===== src/rtl/vic_pkg.sv =====
package vic_pkg;

   typedef enum logic [1:0] {
      RA_CTRL = 2'd0,
      RA_MASK = 2'd1,
      RA_PEND = 2'd2,
      RA_VECT = 2'd3
   } vic_addr_e;

   localparam int VEC_W      = 5;
   localparam int CTRL_EN    = 7;
   localparam int PROMO_LSB  = 8;
   localparam int LEVEL_LSB  = 13;
   localparam int LEVEL_W    = 3;
   localparam int SLOT_LSB   = 16;
   localparam int SLOT_W     = 2;
   localparam int NUM_SLOTS  = 4;
   localparam int VEC_LSB    = 11;
   localparam int ACK_BIT    = 0;

endpackage


===== src/rtl/vic_pend_bank.sv =====
module vic_pend_bank #(
   parameter int NSRC = 32
) (
   input  logic            clk,
   input  logic            rst_n,
   input  logic [NSRC-1:1] src,
   input  logic [NSRC-1:1] clr,
   output logic [NSRC-1:1] pend
);

   logic [NSRC-1:1] src_q;

   always_ff @(posedge clk) begin
      if (!rst_n) src_q <= '0;
      else        src_q <= src;
   end

   for (genvar i = 1; i < NSRC; i++) begin : g_bit
      logic rise;
      assign rise = src[i] & ~src_q[i];

      always_ff @(posedge clk) begin
         if (!rst_n)      pend[i] <= 1'b0;
         else if (rise)   pend[i] <= 1'b1;
         else if (clr[i]) pend[i] <= 1'b0;
      end

      // an edge always leaves the bit set
      p_edge_sets_r2: assert property (@(posedge clk) disable iff (!rst_n)
         (src[i] && !src_q[i]) |=> pend[i]);
      // a clear without a racing edge empties the bit
      p_clear_r3: assert property (@(posedge clk) disable iff (!rst_n)
         (clr[i] && !(src[i] && !src_q[i])) |=> !pend[i]);
   end

endmodule


===== src/rtl/vic_prio.sv =====
module vic_prio
   import vic_pkg::*;
#(
   parameter int                          NSRC    = 32,
   parameter logic [NUM_SLOTS*VEC_W-1:0]  CH_VECS = {5'd27, 5'd28, 5'd29, 5'd30}
) (
   input  logic [NSRC-1:0]             elig,
   input  logic [VEC_W-1:0]            promo,
   input  logic [NUM_SLOTS*SLOT_W-1:0] slot_sel,
   output logic [VEC_W-1:0]            win,
   output logic                        any_elig
);

   logic [VEC_W-1:0]     fixed_win;
   logic                 promo_hit;
   logic [VEC_W-1:0]     slot_vec [NUM_SLOTS];
   logic [NUM_SLOTS-1:0] slot_hit;

   always_comb begin
      fixed_win = '0;
      for (int i = 1; i < NSRC; i++)
         if (elig[i]) fixed_win = VEC_W'(i);
   end

   always_comb begin
      promo_hit = 1'b0;
      for (int i = 1; i < NSRC; i++)
         if (int'(promo) == i && elig[i]) promo_hit = 1'b1;
   end

   for (genvar k = 0; k < NUM_SLOTS; k++) begin : g_slot
      assign slot_vec[k] = CH_VECS[int'(slot_sel[k*SLOT_W +: SLOT_W])*VEC_W +: VEC_W];
      assign slot_hit[k] = elig[slot_vec[k]];
   end

   always_comb begin
      win = fixed_win;
      for (int k = NUM_SLOTS-1; k >= 0; k--)
         if (slot_hit[k]) win = slot_vec[k];
      if (promo_hit) win = promo;
   end

   assign any_elig = |elig;

endmodule


===== src/rtl/vic_regfile.sv =====
module vic_regfile
   import vic_pkg::*;
#(
   parameter int NSRC = 32,
   parameter int DW   = 32
) (
   input  logic                        clk,
   input  logic                        rst_n,
   input  logic                        wr,
   input  logic [1:0]                  addr,
   input  logic [DW-1:0]               wdata,
   output logic [DW-1:0]               rdata,
   input  logic [NSRC-1:0]             pend,
   input  logic [VEC_W-1:0]            win,
   input  logic                        any_elig,
   output logic                        en,
   output logic [LEVEL_W-1:0]          level,
   output logic [VEC_W-1:0]            promo,
   output logic [NUM_SLOTS*SLOT_W-1:0] slots,
   output logic [NSRC-1:0]             mask,
   output logic [NSRC-1:1]             clr
);

   localparam int SLOTS_W = NUM_SLOTS * SLOT_W;

   vic_addr_e        sel;
   logic             ack;
   logic [VEC_W-1:0] vec_q;

   assign sel = vic_addr_e'(addr);
   assign ack = wr && sel == RA_VECT && wdata[ACK_BIT];
   assign clr = (wr && sel == RA_PEND) ? wdata[NSRC-1:1] : '0;

   always_ff @(posedge clk) begin
      if (!rst_n) begin
         en    <= 1'b0;
         level <= '0;
         promo <= '0;
         slots <= '0;
      end else if (wr && sel == RA_CTRL) begin
         en    <= wdata[CTRL_EN];
         level <= wdata[LEVEL_LSB +: LEVEL_W];
         promo <= wdata[PROMO_LSB +: VEC_W];
         slots <= wdata[SLOT_LSB +: SLOTS_W];
      end
   end

   always_ff @(posedge clk) begin
      if (!rst_n)                    mask <= '0;
      else if (wr && sel == RA_MASK) mask <= wdata[NSRC-1:0];
   end

   always_ff @(posedge clk) begin
      if (!rst_n)   vec_q <= '0;
      else if (ack) vec_q <= any_elig ? win : '0;
   end

   always_comb begin
      rdata = '0;
      unique case (sel)
         RA_CTRL: begin
            rdata[CTRL_EN]                = en;
            rdata[PROMO_LSB +: VEC_W]     = promo;
            rdata[LEVEL_LSB +: LEVEL_W]   = level;
            rdata[SLOT_LSB +: SLOTS_W]    = slots;
         end
         RA_MASK: rdata[NSRC-1:0]          = mask;
         RA_PEND: rdata[NSRC-1:0]          = pend;
         RA_VECT: rdata[VEC_LSB +: VEC_W]  = vec_q;
         default: rdata = '0;
      endcase
   end

   // mask takes the written word
   p_mask_wr_r4: assert property (@(posedge clk) disable iff (!rst_n)
      (wr && sel == RA_MASK) |=> mask == $past(wdata[NSRC-1:0]));
   // level follows the control write
   p_level_r6: assert property (@(posedge clk) disable iff (!rst_n)
      (wr && sel == RA_CTRL) |=> level == $past(wdata[LEVEL_LSB +: LEVEL_W]));
   // vector holds between acknowledges
   p_vec_hold_r7: assert property (@(posedge clk) disable iff (!rst_n)
      !ack |=> $stable(vec_q));
   // nothing eligible gives the error vector
   p_err_vec_r11: assert property (@(posedge clk) disable iff (!rst_n)
      (ack && !any_elig) |=> vec_q == '0);

endmodule


===== src/rtl/irq_vector_ctrl.sv =====
module irq_vector_ctrl
   import vic_pkg::*;
#(
   parameter int                          NSRC    = 32,
   parameter int                          DW      = 32,
   parameter logic [NUM_SLOTS*VEC_W-1:0]  CH_VECS = {5'd27, 5'd28, 5'd29, 5'd30}
) (
   input  logic                 clk,
   input  logic                 rst_n,
   input  logic [NSRC-1:1]      src,
   input  logic                 reg_wr,
   input  logic [1:0]           reg_addr,
   input  logic [DW-1:0]        reg_wdata,
   output logic [DW-1:0]        reg_rdata,
   output logic                 irq_out,
   output logic [LEVEL_W-1:0]   irq_level
);

   localparam int MAX_SRC = 1 << VEC_W;

   if (NSRC < 2 || NSRC > MAX_SRC) begin : g_bad_nsrc
      $error("NSRC must lie in 2..%0d", MAX_SRC);
   end
   if (DW < SLOT_LSB + NUM_SLOTS*SLOT_W || DW < NSRC) begin : g_bad_dw
      $error("DW too narrow for the register layout");
   end
   for (genvar k = 0; k < NUM_SLOTS; k++) begin : g_chk_ch
      if (CH_VECS[k*VEC_W +: VEC_W] == 0 || int'(CH_VECS[k*VEC_W +: VEC_W]) >= NSRC) begin : g_bad_ch
         $error("channel vector %0d out of range", k);
      end
   end

   logic [NSRC-1:1]             pend_hi;
   logic [NSRC-1:0]             pend;
   logic [NSRC-1:0]             mask;
   logic [NSRC-1:0]             elig;
   logic [NSRC-1:1]             clr;
   logic                        en;
   logic [VEC_W-1:0]            promo;
   logic [NUM_SLOTS*SLOT_W-1:0] slots;
   logic [VEC_W-1:0]            win;
   logic                        any_elig;

   vic_pend_bank #(.NSRC(NSRC)) u_pend (
      .clk   (clk),
      .rst_n (rst_n),
      .src   (src),
      .clr   (clr),
      .pend  (pend_hi)
   );

   assign pend = {pend_hi, 1'b0};
   assign elig = pend & mask;

   vic_prio #(.NSRC(NSRC), .CH_VECS(CH_VECS)) u_prio (
      .elig     (elig),
      .promo    (promo),
      .slot_sel (slots),
      .win      (win),
      .any_elig (any_elig)
   );

   vic_regfile #(.NSRC(NSRC), .DW(DW)) u_regs (
      .clk      (clk),
      .rst_n    (rst_n),
      .wr       (reg_wr),
      .addr     (reg_addr),
      .wdata    (reg_wdata),
      .rdata    (reg_rdata),
      .pend     (pend),
      .win      (win),
      .any_elig (any_elig),
      .en       (en),
      .level    (irq_level),
      .promo    (promo),
      .slots    (slots),
      .mask     (mask),
      .clr      (clr)
   );

   assign irq_out = en & any_elig;

   // clearing everything with quiet sources drops the request
   p_clear_all_drops_r5: assert property (@(posedge clk) disable iff (!rst_n)
      (reg_wr && reg_addr == 2'd2 && (&reg_wdata[NSRC-1:1]) && $stable(src)) |=> !irq_out);

endmodule


===== config.mk =====
export PLATFORM = sky130hd
export DESIGN_NAME = irq_vector_ctrl
export DESIGN_NICKNAME = d
export VERILOG_FILES = /design/src/rtl/vic_pkg.sv /design/src/rtl/vic_pend_bank.sv /design/src/rtl/vic_prio.sv /design/src/rtl/vic_regfile.sv /design/src/rtl/irq_vector_ctrl.sv
export SDC_FILE = /design/constraint.sdc
export NUM_CORES = 1
export LEC_CHECK = 0
export BUFFER_PORTS_ARGS = -buffer_cell sky130_fd_sc_hd__clkbuf_2
export CORE_MARGIN = 2
export CORE_UTILIZATION = 45
export DETAILED_ROUTE_END_ITERATION = 8
export GPL_TIMING_DRIVEN = 0
export PLACE_DENSITY = 0.66
export SLEW_MARGIN = 20
export SYNTH_ARGS = -nofsm -noshare
export SYNTH_HDL_FRONTEND = slang
export SYNTH_SLANG_ARGS = --single-unit

===== constraint.sdc =====
create_clock -name clk -period 3 [get_ports clk]
set_input_delay 0.3 -clock clk [delete_from_list [all_inputs] [get_ports clk]]
set_output_delay 0.3 -clock clk [all_outputs]
set_load 0.01 [all_outputs]

## Word-level counts from Yosys, hierarchy flattened

Cells that the tools add are included.
W data, S select, Z words.

| operators by class | value |
|---|---|
| magnitude comparators | 4 |
| shift operators | 4 |
| multiplexer cells | 144 |
| $mul | 4 |
| equal/unequal tests | 34 |
| bitwise logic cells | 64 |
| reductions and logical operators | 69 |

Operator list:

| operator | number |
|---|---|
| $shiftx A20 B32 Y5 const A | 4 |
| $mux W5 | 22 |
| $mux W1 | 98 |
| $eq A5 B5 Y1 const B | 16 |
| $reduce_bool A2 Y1 | 31 |
| $eq A5 B4 Y1 const B | 8 |
| $logic_and A1 B1 Y1 | 36 |
| $and A1 B1 Y1 | 32 |
| $and A32 B32 Y32 | 1 |
| $mux W4 | 8 |
| $reduce_or A32 Y1 | 1 |
| $mux W31 | 1 |
| $not A1 Y1 | 31 |
| $lt A5 B6 Y1 const B | 4 |
| $pmux W8 S3 | 1 |
| $bmux W1 S5 | 4 |
| $eq A5 B3 Y1 const B | 4 |
| $mul A2 B3 Y5 const B | 4 |
| $pmux W5 S4 | 1 |
| $pmux W8 S2 | 1 |
| $pmux W7 S2 | 1 |
| $mux W3 | 4 |
| $pmux W4 S3 | 1 |
| $eq A5 B2 Y1 const B | 2 |
| other kinds (5) | 7 |

| word-level totals | value |
|---|---|
| word-level logic and storage cells | 361 |
| bits of input ports | 68 |
| output and inout port bits | 36 |
| register bits after elaboration | 116 |

## Logic depth before layout (Yosys ltp)

| depth | value |
|---|---|
| depth in word-level cells | 38 |
| mapped depth | 9 |
| depth with buffers taken out | 8 |

## By module

A second synthesis with hierarchy kept.

| second synthesis, totals | value |
|---|---|
| cells, all modules | 781 |
| area total of the unflattened synthesis | 6791.5 sq um |

By module, submodules not included:

| module | cells an instance | area each (sq um) | seq. area each (sq um) | instances |
|---|---|---|---|---|
| vic_regfile | 373 | 3191.8 | 1081.0 | 1 |
| vic_pend_bank | 192 | 2133.3 | 1241.2 | 1 |
| vic_prio | 183 | 1262.5 | 0.0 | 1 |
| irq_vector_ctrl | 33 | 203.9 | 0.0 | 1 |

## Worst setup path after synthesis

No wires, ideal clock.

| timing path | value |
|---|---|
| path type | register -> output |
| from | register u_regs.mask[24] |
| to | output irq_out |
| required time | 2.700 ns |
| path buffers | 0 |
| arrival time | 1.813 ns |
| setup slack | 0.887 ns |
| stages on the path, launching flop included | 6 |
| cells stage by stage | dfxtp_1 -> a22o_2 -> or2_4 -> or3_4 -> nor4_4 -> and2b_2 |

| between the ends | value |
|---|---|
| longest elaborated chain between the ends | 3 |

Ends and longest elaborated chain:

| what | RTL line | source |
|---|---|---|
| start: declaration | vic_regfile.sv:20 | `output logic [NSRC-1:0] mask,` |
| start signal: assignment | vic_regfile.sv:50 | `else if (wr && sel == RA_MASK) mask <= wdata[NSRC-1:0];` |
| $and A32 B32 Y32 | irq_vector_ctrl.sv:53 | `assign elig = pend & mask;` |
| $reduce_or A32 Y1 | vic_prio.sv:43 | `assign any_elig = \|elig;` |
| $and A1 B1 Y1 | irq_vector_ctrl.sv:81 | `assign irq_out = en & any_elig;` |
| end: declaration | irq_vector_ctrl.sv:15 | `output logic irq_out,` |

Every way passes these cells.

## Worst setup path after layout

Same ends and word-level chain as after synthesis.

==> key figures <==
Floorplan
  • Num rows: 42
  • Die span in y: 121.4 µm
  • Width of the die: 121.4 µm
  • Core Footprint: 13350 µm²
  • Boundary Pins: 104
  • Die Area: 14750 µm²
  • Initial Util: 46.49%

Clock tree
  • Clk root buf: clkbuf_16
  • Reg clk slew, reported paths: 0.05 ns
  • H-tree Lvls: 4
  • Clock latency on the worst-skew pair: 0.43 ns
  • TritonCTS Buffers: 17
  • Clock sink count: 116
  • Worst-case clock buffer depth: 2
  • PostCTS Resize Cnt: 0
  • CTS tree: built
  • Setup Buffers After CTS: 0
  • # hold bufs at CTS: 0

Critical path
  • Crit path max fanout: 7
  • CP bufs+invs: 1
  • Reg2reg end: u_regs.vec_q[1]
  • R2R Setup Slk: 0.46 ns
  • Crit path cell chain: a22o_2, or2_4, or3_4, nor4_4, and2b_2, clkbuf_2
  • Crit Path Class: register to primary output
  • FF-to-FF path depth: 8
  • Critical Path Source: u_regs.mask[24]
  • Crit end category: primary output
  • Slowest-stage cell, CP: or3_4
  • Worst path required time: 2.70 ns
  • FF-to-FF Start: u_regs.slots[4]
  • Delay-heaviest family, CP: simple AND/OR/NAND/NOR gates
  • Startpoint Class: register
  • Arrival time at the worst endpoint: 2.55 ns
  • Critical Path Stages: 6
  • Worst path max stage delay: 0.42 ns
  • CP endpoint: irq_out

Detailed routing
  • Post-Route WL: 20260 µm
  • Via count: 6266
  • Drt via density: 5.759
  • ANT nets after route: 0
  • DRC viols: 0
  • Wire length per cell: 18.62 µm
  • Violation count after the first detailed-route iteration: 654
  • Detailed Routing Iterations Pass 1: 9

Global routing
  • Vias in the first global route: 5717
  • First-pass GRT wire length: 31070 µm
  • Total grt overflow: 0
  • Largest net degree at the start of global routing: 17
  • Initial antenna violation count: 0
  • Gr usage total: 28.03%

Power
  • P_leak: 0.002890 µW
  • Switching Share: 25.29%
  • Sequential power share: 40.6%
  • Net switching power: 1059 µW
  • Int Pwr: 3127 µW
  • Pwr/cell area: 556.1 nW/µm²
  • Max VDD drop: 0.0004700 V
  • Clock power frac: 48.4%
  • Combinational power share: 11.0%

STA
  • Fmax: 0.3508 GHz
  • Final Skew: 0.005250 ns
  • Tightest hold margin: 0.08532 ns
  • Post-layout min period: 2.850 ns
  • RSZ-0062 raised after global routing: false
  • Final period util: 95.01%
  • Final hold vios: 0
  • Worst slew pin tran: 0.7206 ns
  • Fin. max-slew vios: 0
  • Setup violators final: 0
  • Rel. slew slack: 51.96%
  • Post-route setup TNS: 0 ns

Placement
  • Post-DP HPWL: 14910 µm
  • Port bufs: 103
  • Dpl cell area: 6942 µm²
  • Placer Congestion: 0.9545

Synth
  • Seq/Total Area, Yosys: 37.42%
  • Average instance area after synthesis: 7.987 µm²
  • Async set-reset flop share out of synthesis: 0%
  • Ys Warns: 0
  • Post-synthesis instance total: 777
  • Synth unique cells: 65
  • Top FF cell, synth: dfxtp_1
  • Seq cells post-synth: 116
  • Post-synthesis net count: 855
  • Number of synthesized flops with an enable pin: 0
  • Post-Syn Area: 6206 µm²

Finish
  • Area delta synth->final: 21.29%
  • Nets: 977
  • Commonest non-fill, non-tap cell in the layout: nand2_1
  • Share of cells above drive strength 1: 18.64%
  • Design area: 7527 µm²
  • Most frequent cells in the layout: nand2_1 (167), dfxtp_1 (116), clkbuf_2 (103)
  • N_diodes: 0

Min path
  • Hold WC Path Type: input pin to register
  • Worst hold path stage count: 2

Run
  • Max-cap viol count: 0

Run status
  • Run status: completed
-- flip-flops by register name (all words and copies together) (netlist names) --
| signal | cells |
|---|---|
| u_regs.en | 1 |
| u_pend.src_q | 31 |
| u_pend.pend | 31 |
| u_regs.level | 3 |
| u_regs.slots | 8 |
| u_regs.vec_q | 5 |
| u_regs.promo | 5 |
| u_regs.mask | 32 |
-- Yosys cell counts (2+ instances only) --
| cell type | n | area [µm²] |
|---|---|---|
| nor3_1 | 2 | 10.01 |
| a22oi_1 | 21 | 157.7 |
| nor2b_1 | 47 | 294.0 |
| clkbuf_1 | 40 | 150.1 |
| o211ai_1 | 5 | 37.54 |
| o22ai_1 | 2 | 12.51 |
| a222oi_1 | 18 | 180.2 |
| mux2_2 | 7 | 78.83 |
| nor2_1 | 57 | 214.0 |
| ha_1 | 10 | 125.1 |
| a31oi_1 | 7 | 43.79 |
| mux2i_1 | 13 | 130.1 |
| o2111ai_1 | 4 | 35.03 |
| o32ai_1 | 2 | 17.52 |
| mux4_2 | 10 | 225.2 |
| a21oi_1 | 89 | 445.4 |
| nor3b_1 | 5 | 37.54 |
| buf_2 | 2 | 10.01 |
| and3_1 | 4 | 25.02 |
| nand4b_1 | 5 | 43.79 |
| buf_4 | 2 | 15.01 |
| nand3_1 | 12 | 60.06 |
| a32o_1 | 3 | 30.03 |
| o21ai_0 | 14 | 70.07 |
| nand4_1 | 7 | 43.79 |
| a221oi_1 | 2 | 17.52 |
| nand3b_1 | 6 | 45.04 |
| a22o_1 | 4 | 35.03 |
| inv_1 | 12 | 45.04 |
| nand4bb_1 | 2 | 22.52 |
| dfxtp_1 | 116 | 2322 |
| a211oi_1 | 2 | 15.01 |
| nand2_1 | 167 | 626.9 |
| buf_1 | 6 | 22.52 |
| and2_1 | 41 | 256.5 |
| o221a_2 | 2 | 22.52 |
-- worst min-delay path by stage --
stage / start / endpoint / slack (ns)
4_1_cts: src[18] / u_pend.src_q[18] / 0.08
3_3_place_gp: u_regs.mask[0] / u_regs.mask[0] / 0.44
5_1_grt: src[31] / u_pend.src_q[31] / 0.08
2_1_floorplan: src[10] / u_pend.src_q[10] / 0.42
6_report: src[3] / u_pend.src_q[3] / 0.09
3_5_place_dp: u_regs.mask[0] / u_regs.mask[0] / 0.44
-- layout make-up --
cell class              count  area [µm²]
fillers                  1337        5821
multi-input cells         598        3637
flip-flops and latches    116        2322
repair buffers            103       515.5
clock buffers              22       454.2
well taps                 176       220.2
plain buffers              50       197.7
clock inverters            10       131.4
inverters                  13       48.80
-- power by group through the flow --
stage	Clock [µW]	Combinational, µW	Sequential (µW)
global placement	0	448	1730
CTS	2040	456	1700
finish	2020	461	1700
global route	2120	503	1710
floorplan	0	284	1700
detailed placement	0	451	1730
-- through the flow --
| step | std cells | utilization, % | total power (µW) | setup slack, ns |
|---|---|---|---|---|
| after floorplan | 777 | - | 1985 | 0.8872 |
| after global placement | 1056 | 52.01 | 2174 | 0.5053 |
| after detailed placement | 1056 | 52.01 | 2181 | 0.5361 |
| after CTS | 1088 | 56.39 | 4197 | 0.1303 |
| after global routing | 1088 | 56.39 | 4330 | 0.09698 |
| final | 1088 | 56.39 | 4186 | 0.1496 |
-- cells by family (layout without fill, tap and decap cells) --
| family | Yosys count | after routing | synth area share (%) |
|---|---|---|---|
| buf+inv | 63 | 198 | 3.972 |
| fa+ha+maj | 10 | 10 | 2.016 |
| compound gates | 189 | 189 | 20.20 |
| mux | 31 | 31 | 7.238 |
| simple gates | 368 | 368 | 29.15 |
| flops | 116 | 116 | 37.42 |
-- layer usage --
| metal | track usage [%] | share of wire [%] |
|---|---|---|
| met1 | 38.88 | 46 |
| met2 | 42.45 | 44 |
| met4 | 8.836 | 2.1 |
| met3 | 7.472 | 8.2 |
| met5 | 0 | 0 |
Note: power is estimated with default switching activity, not from simulation.
